[config.mk]
export PLATFORM = sky130hd
export DESIGN_NAME = acq_cycle_ctrl
export DESIGN_NICKNAME = d
export VERILOG_FILES = /design/src/rtl/acq_pkg.sv /design/src/rtl/acq_trig_qual.sv /design/src/rtl/acq_prescaler.sv /design/src/rtl/acq_seq.sv /design/src/rtl/acq_cycle_ctrl.sv
export SDC_FILE = /design/constraint.sdc
export NUM_CORES = 1
export LEC_CHECK = 0
export BUFFER_PORTS_ARGS = -buffer_cell sky130_fd_sc_hd__clkbuf_2
export CAP_MARGIN = 0
export CORE_AREA = 2 2 119 121
export CTS_CLUSTER_DIAMETER = 120
export DETAILED_ROUTE_END_ITERATION = 10
export DIE_AREA = 0 0 121 123
export PLACE_DENSITY = 0.66
export SYNTH_ARGS = -nofsm -noshare
export SYNTH_HDL_FRONTEND = slang
export SYNTH_SLANG_ARGS = --single-unit
[constraint.sdc]
create_clock -name clk -period 3.4 [get_ports clk]
set_clock_uncertainty 0.2 [all_clocks]
set_input_delay 0.51 -clock clk [delete_from_list [all_inputs] [get_ports clk]]
set_output_delay 0.51 -clock clk [all_outputs]
set_load 0.01 [all_outputs]
[src/rtl/acq_pkg.sv]
package acq_pkg;
   typedef enum logic [1:0] {
      TM_FREE    = 2'd0,
      TM_SOFT    = 2'd1,
      TM_DIGITAL = 2'd2,
      TM_ANALOG  = 2'd3
   } trig_mode_e;

   localparam logic [2:0] DB_LEVEL_HI = 3'd1;
   localparam logic [2:0] DB_LEVEL_LO = 3'd2;
   localparam logic [2:0] DB_EDGE_UP  = 3'd3;
   localparam logic [2:0] DB_EDGE_DN  = 3'd4;

   typedef enum logic [1:0] {
      ST_IDLE   = 2'd0,
      ST_ARMED  = 2'd1,
      ST_CAPT   = 2'd2,
      ST_PAUSED = 2'd3
   } acq_state_e;
endpackage

[src/rtl/acq_trig_qual.sv]
module acq_trig_qual
   import acq_pkg::*;
#(
   parameter bit DIG_EDGE_EN = 1'b1
) (
   input  logic       clk,
   input  logic       rst_n,
   input  logic [1:0] mode,
   input  logic [2:0] dig_beh,
   input  logic       armed,
   input  logic       sw_trig,
   input  logic       dig_line,
   input  logic       ana_pulse,
   output logic       fire
);
   logic dig_hit;
   logic src_hit;

   generate
      if (DIG_EDGE_EN) begin : g_edges
         logic dig_prev;
         always_ff @(posedge clk) begin
            if (!rst_n) dig_prev <= 1'b0;
            else        dig_prev <= dig_line;
         end
         always_comb begin
            unique case (dig_beh)
               DB_LEVEL_HI: dig_hit = dig_line;
               DB_LEVEL_LO: dig_hit = !dig_line;
               DB_EDGE_UP:  dig_hit = dig_line && !dig_prev;
               DB_EDGE_DN:  dig_hit = !dig_line && dig_prev;
               default:     dig_hit = 1'b0;
            endcase
         end
      end else begin : g_levels
         always_comb begin
            unique case (dig_beh)
               DB_LEVEL_HI: dig_hit = dig_line;
               DB_LEVEL_LO: dig_hit = !dig_line;
               default:     dig_hit = 1'b0;
            endcase
         end
      end
   endgenerate

   always_comb begin
      unique case (trig_mode_e'(mode))
         TM_FREE:    src_hit = 1'b1;
         TM_SOFT:    src_hit = sw_trig;
         TM_DIGITAL: src_hit = dig_hit;
         TM_ANALOG:  src_hit = ana_pulse;
         default:    src_hit = 1'b0;
      endcase
   end

   assign fire = armed && src_hit;

   // unknown behaviour codes never qualify the digital line
   a_r4_bad_code_silent: assert property (@(posedge clk) disable iff (!rst_n)
      (mode == TM_DIGITAL && (dig_beh == 3'd0 || dig_beh > DB_EDGE_DN)) |-> !fire);
   // nothing fires unless armed
   a_r3_fire_only_armed: assert property (@(posedge clk) disable iff (!rst_n)
      !armed |-> !fire);
endmodule

[src/rtl/acq_prescaler.sv]
module acq_prescaler #(
   parameter int PRESC_W = 8
) (
   input  logic               clk,
   input  logic               rst_n,
   input  logic               restart,
   input  logic               advance,
   input  logic [PRESC_W-1:0] ratio,
   output logic               keep
);
   localparam int PH_W = PRESC_W;

   generate
      if (PRESC_W < 1) begin : g_bad_width
         $error("acq_prescaler: PRESC_W must be at least 1");
      end
   endgenerate

   logic [PH_W-1:0] phase;
   logic [PH_W:0]   phase_inc;

   assign phase_inc = {1'b0, phase} + 1'b1;
   assign keep      = (phase == '0);

   always_ff @(posedge clk) begin
      if (!rst_n) begin
         phase <= '0;
      end else if (restart) begin
         phase <= '0;
      end else if (advance) begin
         if (phase_inc >= {1'b0, ratio}) phase <= '0;
         else                            phase <= phase_inc[PH_W-1:0];
      end
   end

   // a restart always lands on a kept position
   a_r8_restart_keeps: assert property (@(posedge clk) disable iff (!rst_n)
      restart |=> keep);
   // ratio of 0 or 1 with a steady ratio keeps every word
   a_r8_unit_ratio: assert property (@(posedge clk) disable iff (!rst_n)
      (advance && ratio <= 1) |=> keep);
endmodule

[src/rtl/acq_seq.sv]
module acq_seq
   import acq_pkg::*;
#(
   parameter int WORDS_W = 16,
   parameter int CYC_W   = 16
) (
   input  logic               clk,
   input  logic               rst_n,
   input  logic               start_i,
   input  logic               stop_i,
   input  logic               pause_i,
   input  logic               resume_i,
   input  logic               s_valid,
   input  logic               fire,
   input  logic               keep,
   input  logic [WORDS_W-1:0] cfg_words,
   input  logic [CYC_W-1:0]   cfg_cycles,
   output logic               armed,
   output logic               restart,
   output logic               advance,
   output logic               capture,
   output logic               busy,
   output logic               done
);
   acq_state_e         state, resume_to;
   logic [WORDS_W-1:0] wpos;
   logic [CYC_W-1:0]   cyc_cnt;
   logic [WORDS_W:0]   wpos_inc;
   logic [CYC_W:0]     cyc_inc;
   logic               hold;
   logic               last_word;
   logic               cycle_end;
   logic               limit_hit;

   generate
      if (WORDS_W < 1 || CYC_W < 1) begin : g_bad_width
         $error("acq_seq: counter widths must be at least 1");
      end
   endgenerate

   assign hold      = stop_i || pause_i;
   assign armed     = (state == ST_ARMED) && !hold;
   assign restart   = armed && fire;
   assign advance   = (state == ST_CAPT) && s_valid && !hold;
   assign capture   = advance && keep;
   assign wpos_inc  = {1'b0, wpos} + 1'b1;
   assign cyc_inc   = {1'b0, cyc_cnt} + 1'b1;
   assign last_word = (wpos_inc >= {1'b0, cfg_words});
   assign cycle_end = capture && last_word;
   assign limit_hit = (cfg_cycles != '0) && (cyc_inc >= {1'b0, cfg_cycles});
   assign busy      = (state != ST_IDLE);

   always_ff @(posedge clk) begin
      if (!rst_n) begin
         state     <= ST_IDLE;
         resume_to <= ST_ARMED;
         wpos      <= '0;
         cyc_cnt   <= '0;
         done      <= 1'b0;
      end else if (stop_i) begin
         state <= ST_IDLE;
      end else if (pause_i && (state == ST_ARMED || state == ST_CAPT)) begin
         resume_to <= state;
         state     <= ST_PAUSED;
      end else if (resume_i && state == ST_PAUSED) begin
         state <= resume_to;
      end else begin
         unique case (state)
            ST_IDLE: if (start_i) begin
               state   <= ST_ARMED;
               cyc_cnt <= '0;
               done    <= 1'b0;
            end
            ST_ARMED: if (fire) begin
               state <= ST_CAPT;
               wpos  <= '0;
            end
            ST_CAPT: if (capture) begin
               if (last_word) begin
                  wpos <= '0;
                  if (cfg_cycles != '0) cyc_cnt <= cyc_inc[CYC_W-1:0];
                  if (limit_hit) begin
                     state <= ST_IDLE;
                     done  <= 1'b1;
                  end else begin
                     state <= ST_ARMED;
                  end
               end else begin
                  wpos <= wpos_inc[WORDS_W-1:0];
               end
            end
            default: ;
         endcase
      end
   end

   // done and busy never both high
   a_r7_done_excl_busy: assert property (@(posedge clk) disable iff (!rst_n)
      !(done && busy));
   // stop always lands in the stopped state
   a_r11_stop_wins: assert property (@(posedge clk) disable iff (!rst_n)
      stop_i |=> (state == ST_IDLE));
   // a running cycle is not cut short by triggers
   a_r6_no_retrigger: assert property (@(posedge clk) disable iff (!rst_n)
      (state == ST_CAPT && !hold && !cycle_end) |=> (state == ST_CAPT));
   // paused state keeps the in-cycle position
   a_r9_pause_freezes: assert property (@(posedge clk) disable iff (!rst_n)
      (state == ST_PAUSED && $past(state) == ST_PAUSED) |-> $stable(wpos));
endmodule

[src/rtl/acq_cycle_ctrl.sv]
module acq_cycle_ctrl
   import acq_pkg::*;
#(
   parameter int DATA_W      = 16,
   parameter int WORDS_W     = 16,
   parameter int CYC_W       = 16,
   parameter int PRESC_W     = 8,
   parameter int CNT_W       = 32,
   parameter bit DIG_EDGE_EN = 1'b1
) (
   input  logic               clk,
   input  logic               rst_n,
   input  logic               s_valid,
   input  logic [DATA_W-1:0]  s_data,
   input  logic               start_i,
   input  logic               stop_i,
   input  logic               pause_i,
   input  logic               resume_i,
   input  logic               flush_i,
   input  logic               sw_trig_i,
   input  logic               hw_dig_i,
   input  logic               hw_ana_i,
   input  logic [1:0]         cfg_mode,
   input  logic [2:0]         cfg_dig_beh,
   input  logic [CYC_W-1:0]   cfg_cycles,
   input  logic [WORDS_W-1:0] cfg_words,
   input  logic [PRESC_W-1:0] cfg_presc,
   output logic               wr_en,
   output logic [DATA_W-1:0]  wr_data,
   output logic [CNT_W-1:0]   word_cnt,
   output logic               busy,
   output logic               done
);
   generate
      if (DATA_W < 1 || CNT_W < 2) begin : g_bad_width
         $error("acq_cycle_ctrl: DATA_W >= 1 and CNT_W >= 2 required");
      end
   endgenerate

   logic armed, fire, restart, advance, capture, keep;

   acq_trig_qual #(.DIG_EDGE_EN(DIG_EDGE_EN)) u_trig (
      .clk(clk), .rst_n(rst_n), .mode(cfg_mode), .dig_beh(cfg_dig_beh),
      .armed(armed), .sw_trig(sw_trig_i), .dig_line(hw_dig_i),
      .ana_pulse(hw_ana_i), .fire(fire)
   );

   acq_prescaler #(.PRESC_W(PRESC_W)) u_presc (
      .clk(clk), .rst_n(rst_n), .restart(restart), .advance(advance),
      .ratio(cfg_presc), .keep(keep)
   );

   acq_seq #(.WORDS_W(WORDS_W), .CYC_W(CYC_W)) u_seq (
      .clk(clk), .rst_n(rst_n), .start_i(start_i), .stop_i(stop_i),
      .pause_i(pause_i), .resume_i(resume_i), .s_valid(s_valid),
      .fire(fire), .keep(keep), .cfg_words(cfg_words),
      .cfg_cycles(cfg_cycles), .armed(armed), .restart(restart),
      .advance(advance), .capture(capture), .busy(busy), .done(done)
   );

   always_ff @(posedge clk) begin
      if (!rst_n) begin
         wr_en    <= 1'b0;
         wr_data  <= '0;
         word_cnt <= '0;
      end else begin
         wr_en <= capture;
         if (capture) wr_data <= s_data;
         if (flush_i)      word_cnt <= '0;
         else if (capture) word_cnt <= word_cnt + 1'b1;
      end
   end

   // flush clears the counter on the next clock
   a_r10_flush_clears: assert property (@(posedge clk) disable iff (!rst_n)
      flush_i |=> (word_cnt == '0));
   // without flush the counter moves only with a write
   a_r10_count_tracks: assert property (@(posedge clk) disable iff (!rst_n)
      !flush_i |=> (word_cnt == $past(word_cnt) + (wr_en ? 1 : 0)));
   // nothing is written while paused
   a_r9_no_write_paused: assert property (@(posedge clk) disable iff (!rst_n)
      (busy && !armed && !advance && !restart && pause_i) |=> !wr_en);
endmodule

==> results of run 1 <==
==> how the worst max path moves through the flow <==
stage / startpoint / endpoint / cells after the start
floorplan: u_seq.wpos[0] / u_seq.cyc_cnt[0] / 14
global placement: u_seq.wpos[0] / u_seq.wpos[8] / 15
detailed placement: u_seq.wpos[0] / u_seq.wpos[8] / 15
CTS: u_seq.wpos[0] / u_seq.wpos[8] / 15
global route: u_seq.wpos[0] / u_seq.wpos[2] / 16
finish: u_seq.wpos[1] / u_seq.wpos[2] / 16
==> sequential cells by signal, indices dropped and copies added (netlist names) <==
signal                   flops
wr_data                     16
wr_en                        1
word_cnt                    32
u_seq.cyc_cnt               16
u_presc.phase                8
u_seq.state                  2
u_seq.resume_to              2
u_seq.done                   1
u_trig.g_edges.dig_prev      1
u_seq.wpos                  16
==> layout by cell type, fill, tap and decap left out, types with 16 or more instances in the layout <==
master	synthesis	layout
clkbuf_2	1	122
nor3_1	21	19
dfxtp_1	95	93
nand3b_1	16	16
a21oi_1	18	17
nor2_1	78	74
xor2_1	39	38
nand3_1	41	41
ha_1	50	49
nand4_1	19	19
a21boi_0	23	18
nand2_1	89	86
xnor2_1	25	23
inv_1	50	50
o21ai_0	29	28
buf_4	1	46
==> final cells by class <==
class	count	area share [%]
Clock inverter	6	1.222
Clock buffer	9	2.932
Sequential cell	95	24.82
Timing Repair Buffer	172	13.32
Tap cell	180	2.932
Inverter	50	2.443
Multi-Input combinational cell	580	52.32
==> power by group <==
group	leakage (nW)	switching, mW	internal, mW	total [mW]
clock network	0.158	0.452	0.648	1.10
logic	2.58	0.120	0.0941	0.214
registers	0.767	0.00385	1.12	1.12
total	3.51	0.576	1.86	2.43
==> repair_timing <==
| item | 4_1_cts | 5_1_grt |
|---|---|---|
| hold endpoints to repair | 0 | 0 |
| cloned | 0 | 1 |
| setup endpoints to repair | 28 | 33 |
| resized for setup | 3 | 42 |
| setup buffers | 1 | 6 |
| pin swaps | 2 | 36 |
==> cells by family after synthesis <==
kind of cell | Yosys count | share of synthesized area (%)
simple gates | 330 | 28.15
buf+inv | 81 | 5.333
fa+ha+maj | 50 | 10.33
mux | 4 | 0.6821
flops | 95 | 31.42
xor+xnor | 64 | 9.260
compound gates | 132 | 14.82
==> metrics by stage <==
stage	setup WS (ps)	setup TNS, ps	cells	hold slack (ps)
after detailed placement	-97.57	-1118	1069	258.5
after CTS	28.55	0	1085	182.0
final	-56.67	-140.4	1092	190.6
after global routing	-222.6	-4077	1092	195.0
after floorplan	2.698	0	756	256.7
after global placement	24.81	0	1069	250.1
==> metal layers <==
metal | routed length, um | share of wire, % | vias to the layer above | global-route usage (%)
met5 | 0 | 0 | - | 0
met4 | 171 | 1.2 | 0 | 4.651
met3 | 840 | 5.7 | 14 | 5.212
met2 | 6806 | 46 | 135 | 33.18
met1 | 6926 | 47 | 2601 | 25.90
li1 | - | - | 2931 | -
==> critical path, delay by kind of cell, from the launching register on <==
kind	cells	cell delay, ps
adder cells (fa/ha/maj)	2	400
buffers and inverters	3	500
XOR/XNOR	1	130
AO/OA/AOI/OAI	5	800
AND/OR/NAND/NOR	5	990
flip-flops	1	360
==> reports/qor.log, run 1 <==
[synth] mean area per synthesized cell 8.007 um^2
[final_layout] register cell area after layout 1907 um^2
[power] pwr/cell area 316.7 nW/um^2
[critical_path] highest net fanout along the worst path 7
[worst_hold_path] Worst Hold Endpoint wr_data[10]
[placed_design] number of input and output port buffers inserted 122
[global_route] residual overflow from global routing 0
[synth] synth warn 0
[flow_run] number of violations of the max-capacitance limit 0
[power] total power after layout 2.433 mW
[clocking] root buffer cell clkbuf_16
[clocking] number of levels the H-tree was split into 3
[final_layout] area occupied by multi-input gates 4019 um^2
[floorplanning] height of the die 123 um
[global_route] Total GRT Usage 19.93%
[sta] setup repair after global routing missed its margin yes
[synth] sequential-to-total area share from yosys stat 31.42%
[global_route] global-route wire length before repair 24.14 mm
[worst_hold_path] cell depth of the worst hold path 3
[status] outcome finished with violations
[synth] Post-Synthesis Cells 756
[synth] most repeated cell in the gate-level netlist after synthesis dfxtp_1
[final_layout] Inserted Diodes 0
[sta] smallest setup slack after layout -56.67 ps
[sta] share of the clock period used by the worst path after layout 101.7%
[placed_design] routability congestion estimate 0.9127
[critical_path] arrival time at the worst endpoint 3530 ps
[synth] top cell type's share of synthesized area 31.42%
[clocking] deepest clock path buffer count 2
[worst_hold_path] class of the tightest hold or removal check in -> reg
[final_layout] Layout Cell Area excl Fill 7681 um^2
[sta] Final Hold Violating Endpoints 0
[floorplanning] die span in x 121 um
[synth] netlist area before placement 6053 um^2
[synth] top cells by area in the synthesized netlist dfxtp_1 31%, ha_1 10%, xor2_1 5.6%
[final_layout] share of the core filled with cells in the final layout 56.43%
[clocking] insertion delay of the later-clocked pin in the worst-skew pair 350 ps
[synth] flip-flop cell with the highest count after synthesis dfxtp_1
[critical_path] Worst R2R Setup Slack -60 ps
[final_layout] number of nets in the layout 1030
[routing] post-detailed-route via-to-cell ratio 5.202
[critical_path] cell chain of the critical path ha_4, nand4_1, nor3_4, and3_4, xor2_2, ha_1, a211oi_2, o211ai_1, a31oi_1, a21oi_2, buf_4, nor4b_4, buf_4, clkbuf_16, nand3b_1, a21boi_1
[global_route] vias in the first global route 5144
[power] Peak supply drop 0.0002247 V
[placed_design] placed cell area 7092 um^2
[clocking] clock buffers created by TritonCTS 9
[routing] number of iterations in the first detailed-routing pass 5
[sta] Max Fclk 0.2893 GHz
[critical_path] type of element launching the critical path register
[synth] number of synthesized flops with an enable pin 0
[critical_path] startpoint of the most critical register-to-register path u_seq.wpos[1]
[synth] synth cell count leaders 95 x dfxtp_1, 89 x nand2_1, 78 x nor2_1, 50 x ha_1, 50 x inv_1
[clocking] count of hold-fix buffers inserted at cts 0
[routing] total wire length after detailed routing 14.75 mm
[power] Leak 3.506 nW
[critical_path] maximum single-stage delay on the critical path 360 ps
[floorplanning] count of pins on the block boundary 123
[sta] Slew Limit Headroom 54.98%
[critical_path] Worst Path Class, Setup reg -> reg
[routing] count of routing violations after the opening detailed-route iteration 247
[status] failing checks negative setup slack
[placed_design] DP Wirelength 10.84 mm
[routing] average detailed-routed wire length per instance 13.50 um
[routing] Routed Antenna Nets 0
[critical_path] capturing point of the worst reg2reg path u_seq.wpos[2]
[sta] Pins Over Slew Limit 0
[critical_path] most used cell, CP buf_4
[floorplanning] area of the die 14880 um^2
[sta] slew at the pin with the worst max-slew slack 675.4 ps
[sta] final-report setup violation count 7
[global_route] number of antenna violations at the first check in global routing 0
[clocking] number of sinks on the clock net 95
[routing] total via count after detailed routing 5681
[final_layout] proportion of layout cells with a drive suffix above 1 25.88%
[clocking] Clock Pin Slew Worst Setup and Hold Paths 70 ps
[critical_path] Slowest-stage cell, CP dfxtp_2
[floorplanning] Starting Density 44.47%
[floorplanning] floorplan row count 43
[clocking] TritonCTS clock tree done
[synth] net count after synthesis 878
[worst_hold_path] source of the worst hold timing path s_data[10]
[critical_path] CP endpoint kind register
[synth] number of flip-flops and latches in the synthesized netlist 95
[routing] detailed-route DRC error count 0
[final_layout] fill count 1283
[sta] clock period minus final worst setup slack 3457 ps
[floorplanning] Core ar. 13610 um^2
[synth] number of distinct library cell variants in the gate-level netlist after synthesis 65
[critical_path] depth of the worst register-to-register path 16
[global_route] pin count of the biggest net entering global routing 74
[synth] cell type contributing the most total cell area after synthesis dfxtp_1
[synth] share of synthesized flip-flops with an asynchronous set or reset 0%
[final_layout] area delta synth->final 26.89%
[critical_path] critical path data required time 3480 ps
No activity file was read; power rests on OpenSTA's default activity.
==> run 2, diff against run 1 <==
Clock period 3.4 ns to 3.05 ns, I/O delays scaled along.
==> run 2 against run 1 <==
  * The flow still finishes with violations (negative setup slack)
  * Clock power hardly changed
  * Sequential cell count stayed put
  * Non-clock buffer count is 41 higher
  * First-iteration DRC count is 22% higher
  * Fmax is 3.3% higher
  * Clock-buffer cell count is 1 higher
  * Die area stayed put
  * Via count is 2.1% higher
  * Critical path depth is 1 lower
  * Power is 7.9% higher
  * Critical path type unchanged
  * Final cell count is 3.8% higher
  * Sequential share of layout area is 0.87 points lower
==> reports/qor.log, run 2 (synthesized netlist as in run 1, its figures left out) <==
[status] outcome finished with violations
[status] failing checks negative setup slack
[routing] count of routing violations after the opening detailed-route iteration 302
[critical_path] type of element launching the critical path register
[routing] total via count after detailed routing 5798
[placed_design] placed insts 1106
[placed_design] placed cell area 7443 um^2
[floorplanning] Starting Density 44.47%
[final_layout] number of nets in the layout 1071
[sta] Post-Route Hold Slack 140.0 ps
[worst_hold_path] class of the tightest hold or removal check in -> reg
[clocking] Clock Pin Slew Worst Setup and Hold Paths 70 ps
[sta] Max Fclk 0.2989 GHz
[final_layout] most used cells in the layout excluding fill and tap cells 122 x clkbuf_2, 90 x dfxtp_1, 88 x nand2_1, 82 x buf_4, 72 x nor2_1
[final_layout] share of the core filled with cells in the final layout 58.60%
[placed_design] setup slack at placement -322.4 ps
[power] Peak supply drop 0.0002762 V
[global_route] vias in the first global route 5409
[clocking] insertion delay of the later-clocked pin in the worst-skew pair 350 ps
[routing] detailed-route DRC error count 0
[placed_design] DP Wirelength 11.33 mm
[clocking] number of sinks on the clock net 95
[routing] Routed Antenna Nets 0
[global_route] number of antenna violations at the first check in global routing 0
[global_route] pin count of the biggest net entering global routing 74
[final_layout] number of standard cells in the final layout excluding fillers 1134
[critical_path] arrival time at the worst endpoint 3420 ps
[final_layout] most common cell after layout, fill and taps aside clkbuf_2
[sta] Pins Over Slew Limit 0
[clocking] TritonCTS clock tree done
[clocking] root buffer cell clkbuf_16
[floorplanning] count of pins on the block boundary 123
[sta] Slew Limit Headroom 52.36%
[placed_design] routability congestion estimate 0.8977
[critical_path] cell chain of the critical path ha_4, nand4_1, nor3_4, and3_4, xor2_1, ha_1, nand4_1, nor2_2, o221ai_2, a21oi_2, buf_4, o21bai_4, buf_6, or4_4, a21boi_2
[floorplanning] floorplan row count 43
[final_layout] Layout Cell Area excl Fill 7976 um^2
[sta] slew at the pin with the worst max-slew slack 714.6 ps
[global_route] residual overflow from global routing 0
[critical_path] depth of the worst register-to-register path 15
[critical_path] critical path data required time 3130 ps
[power] pwr/cell area 329.2 nW/um^2
[floorplanning] die span in x 121 um
[sta] clock period minus final worst setup slack 3346 ps
[critical_path] Worst R2R Setup Slack -300 ps
[sta] smallest setup slack after layout -295.8 ps
[critical_path] cell type group with the largest total delay on the critical path simple AND/OR/NAND/NOR gates
[critical_path] maximum single-stage delay on the critical path 420 ps
[clocking] number of levels the H-tree was split into 3
[power] Leak 3.646 nW
[critical_path] CP endpoint kind register
[global_route] Total GRT Usage 20.80%
[sta] final-report setup violation count 35
[floorplanning] area of the die 14880 um^2
[routing] total wire length after detailed routing 15.06 mm
[routing] number of iterations in the first detailed-routing pass 5
[worst_hold_path] cell depth of the worst hold path 3
[critical_path] critical path depth in cells 15
[critical_path] CP bufs+invs 2
[critical_path] most used cell, CP nand4_1
[routing] post-detailed-route via-to-cell ratio 5.113
[critical_path] Slowest-stage cell, CP or4_4
[clocking] deepest clock path buffer count 2
[final_layout] Inserted Diodes 0
[floorplanning] Core ar. 13610 um^2
[final_layout] area delta synth->final 31.77%
[critical_path] highest net fanout along the worst path 4
[sta] setup repair after global routing missed its margin yes
[final_layout] fill count 1260
[final_layout] proportion of layout cells with a drive suffix above 1 29.45%
[clocking] clock buffers created by TritonCTS 9
[placed_design] number of input and output port buffers inserted 122
[floorplanning] height of the die 123 um
[sta] share of the clock period used by the worst path after layout 109.7%
[global_route] global-route wire length before repair 25.32 mm
[sta] Final Hold Violating Endpoints 0
[routing] average detailed-routed wire length per instance 13.28 um
[critical_path] Worst Path Class, Setup reg -> reg
[final_layout] register with the most flip-flops word_cnt
[final_layout] number of flip-flops in the largest register 32
[flow_run] number of violations of the max-capacitance limit 0
==> run 2: tightest hold or removal path, delay by kind of cell <==
kind,cells,cell delay [ps]
AOI/OAI and AO/OA,1,70
buffers and inverters,1,80
and+or+nand+nor,1,40
==> run 2: worst paths after layout <==
path / startpoint / to
setup / recovery: u_seq.wpos[1] / u_seq.cyc_cnt[9]
hold / removal: s_data[7] / wr_data[7]
setup reg to reg: u_seq.wpos[1] / u_seq.cyc_cnt[9]
hold reg to reg: wr_data[13] / wr_data[13]
==> run 2: through the flow <==
stage | power, mW | TNS (ps)
after global routing | 2.740 | -13960
after detailed placement | 1.516 | -8223
final | 2.626 | -6421
after CTS | 2.660 | -4544
after global placement | 1.514 | -5054
after floorplan | 1.413 | -2972
==> run 2: what timing repair did <==
action	in CTS	in global routing
hold buffers	0	0
buffers inserted	9	3
gates resized for setup	29	11
pin swaps	6	6
endpoints found under the setup margin	35	40
==> run 2: power by group <==
group	switching, mW	internal (mW)
logic	0.140	0.121
clock network	0.525	0.596
registers	0.00248	1.24
==> run 2: area by class of cell <==
| type | count | area [um^2] | area share, % |
|---|---|---|---|
| clock buffer | 10 | 239.0 | 2.996 |
| multi-input combinational | 580 | 4009 | 50.26 |
| tap | 180 | 225.2 | 2.824 |
| sequential | 95 | 1911 | 23.95 |
| clock inverter | 6 | 60.06 | 0.7529 |
| timing repair buffer | 213 | 1345 | 16.86 |
| inverter | 50 | 187.7 | 2.353 |
==> run 2: metal layers <==
metal / wire (um) / track usage [%] / up-vias
li1: - / - / 3030
met1: 7124 / 27.42 / 2614
met2: 7111 / 35.36 / 143
met3: 706 / 4.105 / 11
met4: 118 / 4.433 / 0
met5: 0 / 0 / -
==> run 3, diff against run 2 <==
Settings changed: CAP_MARGIN 0 to default, SKIP_CTS_REPAIR_TIMING from default to 1.
==> run 3 against run 2 <==
  * The flow still finishes with violations (negative setup slack)
  * Hold slack lost 1.1 ps
  * Clock-buffer cell count unchanged
  * Via count is 0.41% higher
  * Largest cell class unchanged
  * Combinational power rose by 5%
  * Non-clock buffer count up 3
  * Power rose by 0.76%
  * Fmax is 3.3% lower
  * Sequential share of layout area decreased by 0.29 points
==> reports/qor.log, run 3 (synthesized netlist as in run 1, its figures left out) <==
[status] outcome finished with violations
[status] failing checks negative setup slack
[sta] Slew Limit Headroom 52.18%
[critical_path] Worst R2R Setup Slack -410 ps
[critical_path] Slowest-stage cell, CP dfxtp_4
[floorplanning] count of pins on the block boundary 123
[clocking] deepest clock path buffer count 2
[placed_design] placed cell area 7443 um^2
[critical_path] maximum single-stage delay on the critical path 370 ps
[placed_design] number of input and output port buffers inserted 122
[critical_path] CP endpoint kind register
[routing] average detailed-routed wire length per instance 13.61 um
[clocking] Clock Pin Slew Worst Setup and Hold Paths 70 ps
[routing] post-detailed-route via-to-cell ratio 5.120
[power] Leak 3.675 nW
[critical_path] cell chain of the critical path ha_4, nand4_1, nor3_4, and3_4, xor2_1, ha_1, a211oi_2, o211ai_1, a31oi_1, a21oi_2, buf_6, nor4b_4, buf_4, clkbuf_16, nand3b_1, a21boi_1
[sta] clock period minus final worst setup slack 3459 ps
[sta] Max Fclk 0.2891 GHz
[worst_hold_path] Worst Hold Endpoint wr_data[13]
[floorplanning] die span in x 121 um
[clocking] number of levels the H-tree was split into 3
[clocking] number of sinks on the clock net 95
[floorplanning] Starting Density 44.47%
[critical_path] capturing point of the worst reg2reg path u_seq.wpos[13]
[sta] Post-Route Hold Slack 138.9 ps
[final_layout] fill count 1245
[final_layout] area delta synth->final 33.28%
[critical_path] Worst Path Class, Setup reg -> reg
[sta] smallest setup slack after layout -409.3 ps
[final_layout] most common cell after layout, fill and taps aside clkbuf_2
[critical_path] highest net fanout along the worst path 7
[routing] total via count after detailed routing 5822
[final_layout] proportion of layout cells with a drive suffix above 1 30.20%
[placed_design] DP Wirelength 11.33 mm
[global_route] global-route wire length before repair 24.85 mm
[floorplanning] Core ar. 13610 um^2
[placed_design] setup slack at placement -322.4 ps
[final_layout] number of flip-flops in the largest register 32
[worst_hold_path] class of the tightest hold or removal check in -> reg
[sta] Pins Over Slew Limit 0
[worst_hold_path] cell depth of the worst hold path 3
[power] pwr/cell area 328.0 nW/um^2
[critical_path] arrival time at the worst endpoint 3530 ps
[routing] detailed-route DRC error count 0
[final_layout] number of standard cells in the final layout excluding fillers 1137
[global_route] vias in the first global route 5316
[power] Peak supply drop 0.0002758 V
[critical_path] depth of the worst register-to-register path 16
[clocking] root buffer cell clkbuf_16
[global_route] number of antenna violations at the first check in global routing 0
[final_layout] share of the core filled with cells in the final layout 59.27%
[sta] final-report setup violation count 35
[final_layout] Layout Cell Area excl Fill 8068 um^2
[final_layout] register with the most flip-flops word_cnt
[global_route] Total GRT Usage 20.41%
[critical_path] startpoint of the most critical register-to-register path u_seq.wpos[1]
[floorplanning] area of the die 14880 um^2
[sta] setup repair after global routing missed its margin yes
[placed_design] placed insts 1106
[global_route] pin count of the biggest net entering global routing 74
[sta] slew at the pin with the worst max-slew slack 717.2 ps
[clocking] insertion delay of the later-clocked pin in the worst-skew pair 350 ps
[clocking] clock buffers created by TritonCTS 9
[routing] total wire length after detailed routing 15.47 mm
[routing] number of iterations in the first detailed-routing pass 5
[routing] Routed Antenna Nets 0
[final_layout] number of nets in the layout 1074
[sta] share of the clock period used by the worst path after layout 113.4%
[global_route] residual overflow from global routing 0
[worst_hold_path] source of the worst hold timing path s_data[13]
[final_layout] Inserted Diodes 0
[floorplanning] floorplan row count 43
[power] total power after layout 2.646 mW
[final_layout] most used cells in the layout excluding fill and tap cells 122 x clkbuf_2, 93 x dfxtp_1, 88 x nand2_1, 81 x buf_4, 72 x nor2_1
[sta] Final Hold Violating Endpoints 0
[placed_design] routability congestion estimate 0.8977
[routing] count of routing violations after the opening detailed-route iteration 309
[sta] summed negative setup slack over all endpoints -10680 ps
[critical_path] type of element launching the critical path register
[clocking] TritonCTS clock tree done
[critical_path] critical path data required time 3130 ps
[floorplanning] height of the die 123 um
[flow_run] number of violations of the max-capacitance limit 0
-- run 3: changes by cell type in the layout (fill, tap and decap cells not counted), sizes merged --
| cell | before | now |
|---|---|---|
| buf | 91 | 93 |
| clkbuf | 132 | 133 |
-- run 3: final cells by class --
type,count,area (um^2),share of cell area (%)
clock buffers,10,239.0,2.962
repair buffers,216,1395,17.29
inverters,50,187.7,2.326
well taps,180,225.2,2.792
clock inverters,6,60.06,0.7444
multi-input cells,580,4051,50.22
flip-flops and latches,95,1909,23.67
-- run 3: report_power, final --
part	switching, mW	internal [mW]	total [mW]
Combinational	0.146	0.128	0.274
Clock	0.532	0.596	1.13
Sequential	0.00249	1.24	1.24
Total	0.680	1.97	2.65
-- run 3: per-layer routing --
metal  vias to the layer above  part of all wire (%)  global-route usage (%)
met5                         -                     0                       0
met4                         0                  0.98                   4.433
met3                        18                   4.6                   4.105
met2                       137                    47                   34.16
met1                      2639                    48                   27.25
li1                       3028                     -                       -
-- run 3: how the worst max path moves through the flow --
stage	to	startpoint	slack [ps]	cells past startpoint
floorplan	u_seq.wpos[4]	u_seq.wpos[1]	-140	14
global placement	u_seq.wpos[10]	u_seq.wpos[1]	-210	15
detailed placement	u_seq.wpos[10]	u_seq.wpos[1]	-320	15
CTS	u_seq.wpos[10]	u_seq.wpos[1]	-360	15
global route	u_seq.wpos[13]	u_seq.wpos[1]	-590	16
finish	u_seq.wpos[13]	u_seq.wpos[1]	-410	16
-- run 3: worst max-delay path, delay by kind of cell, from the launching register on --
family	cells	cell delay [ps]
compound gates	5	790
xor+xnor	1	140
fa+ha+maj	2	410
buf+inv	3	460
flops	1	370
simple gates	5	1020
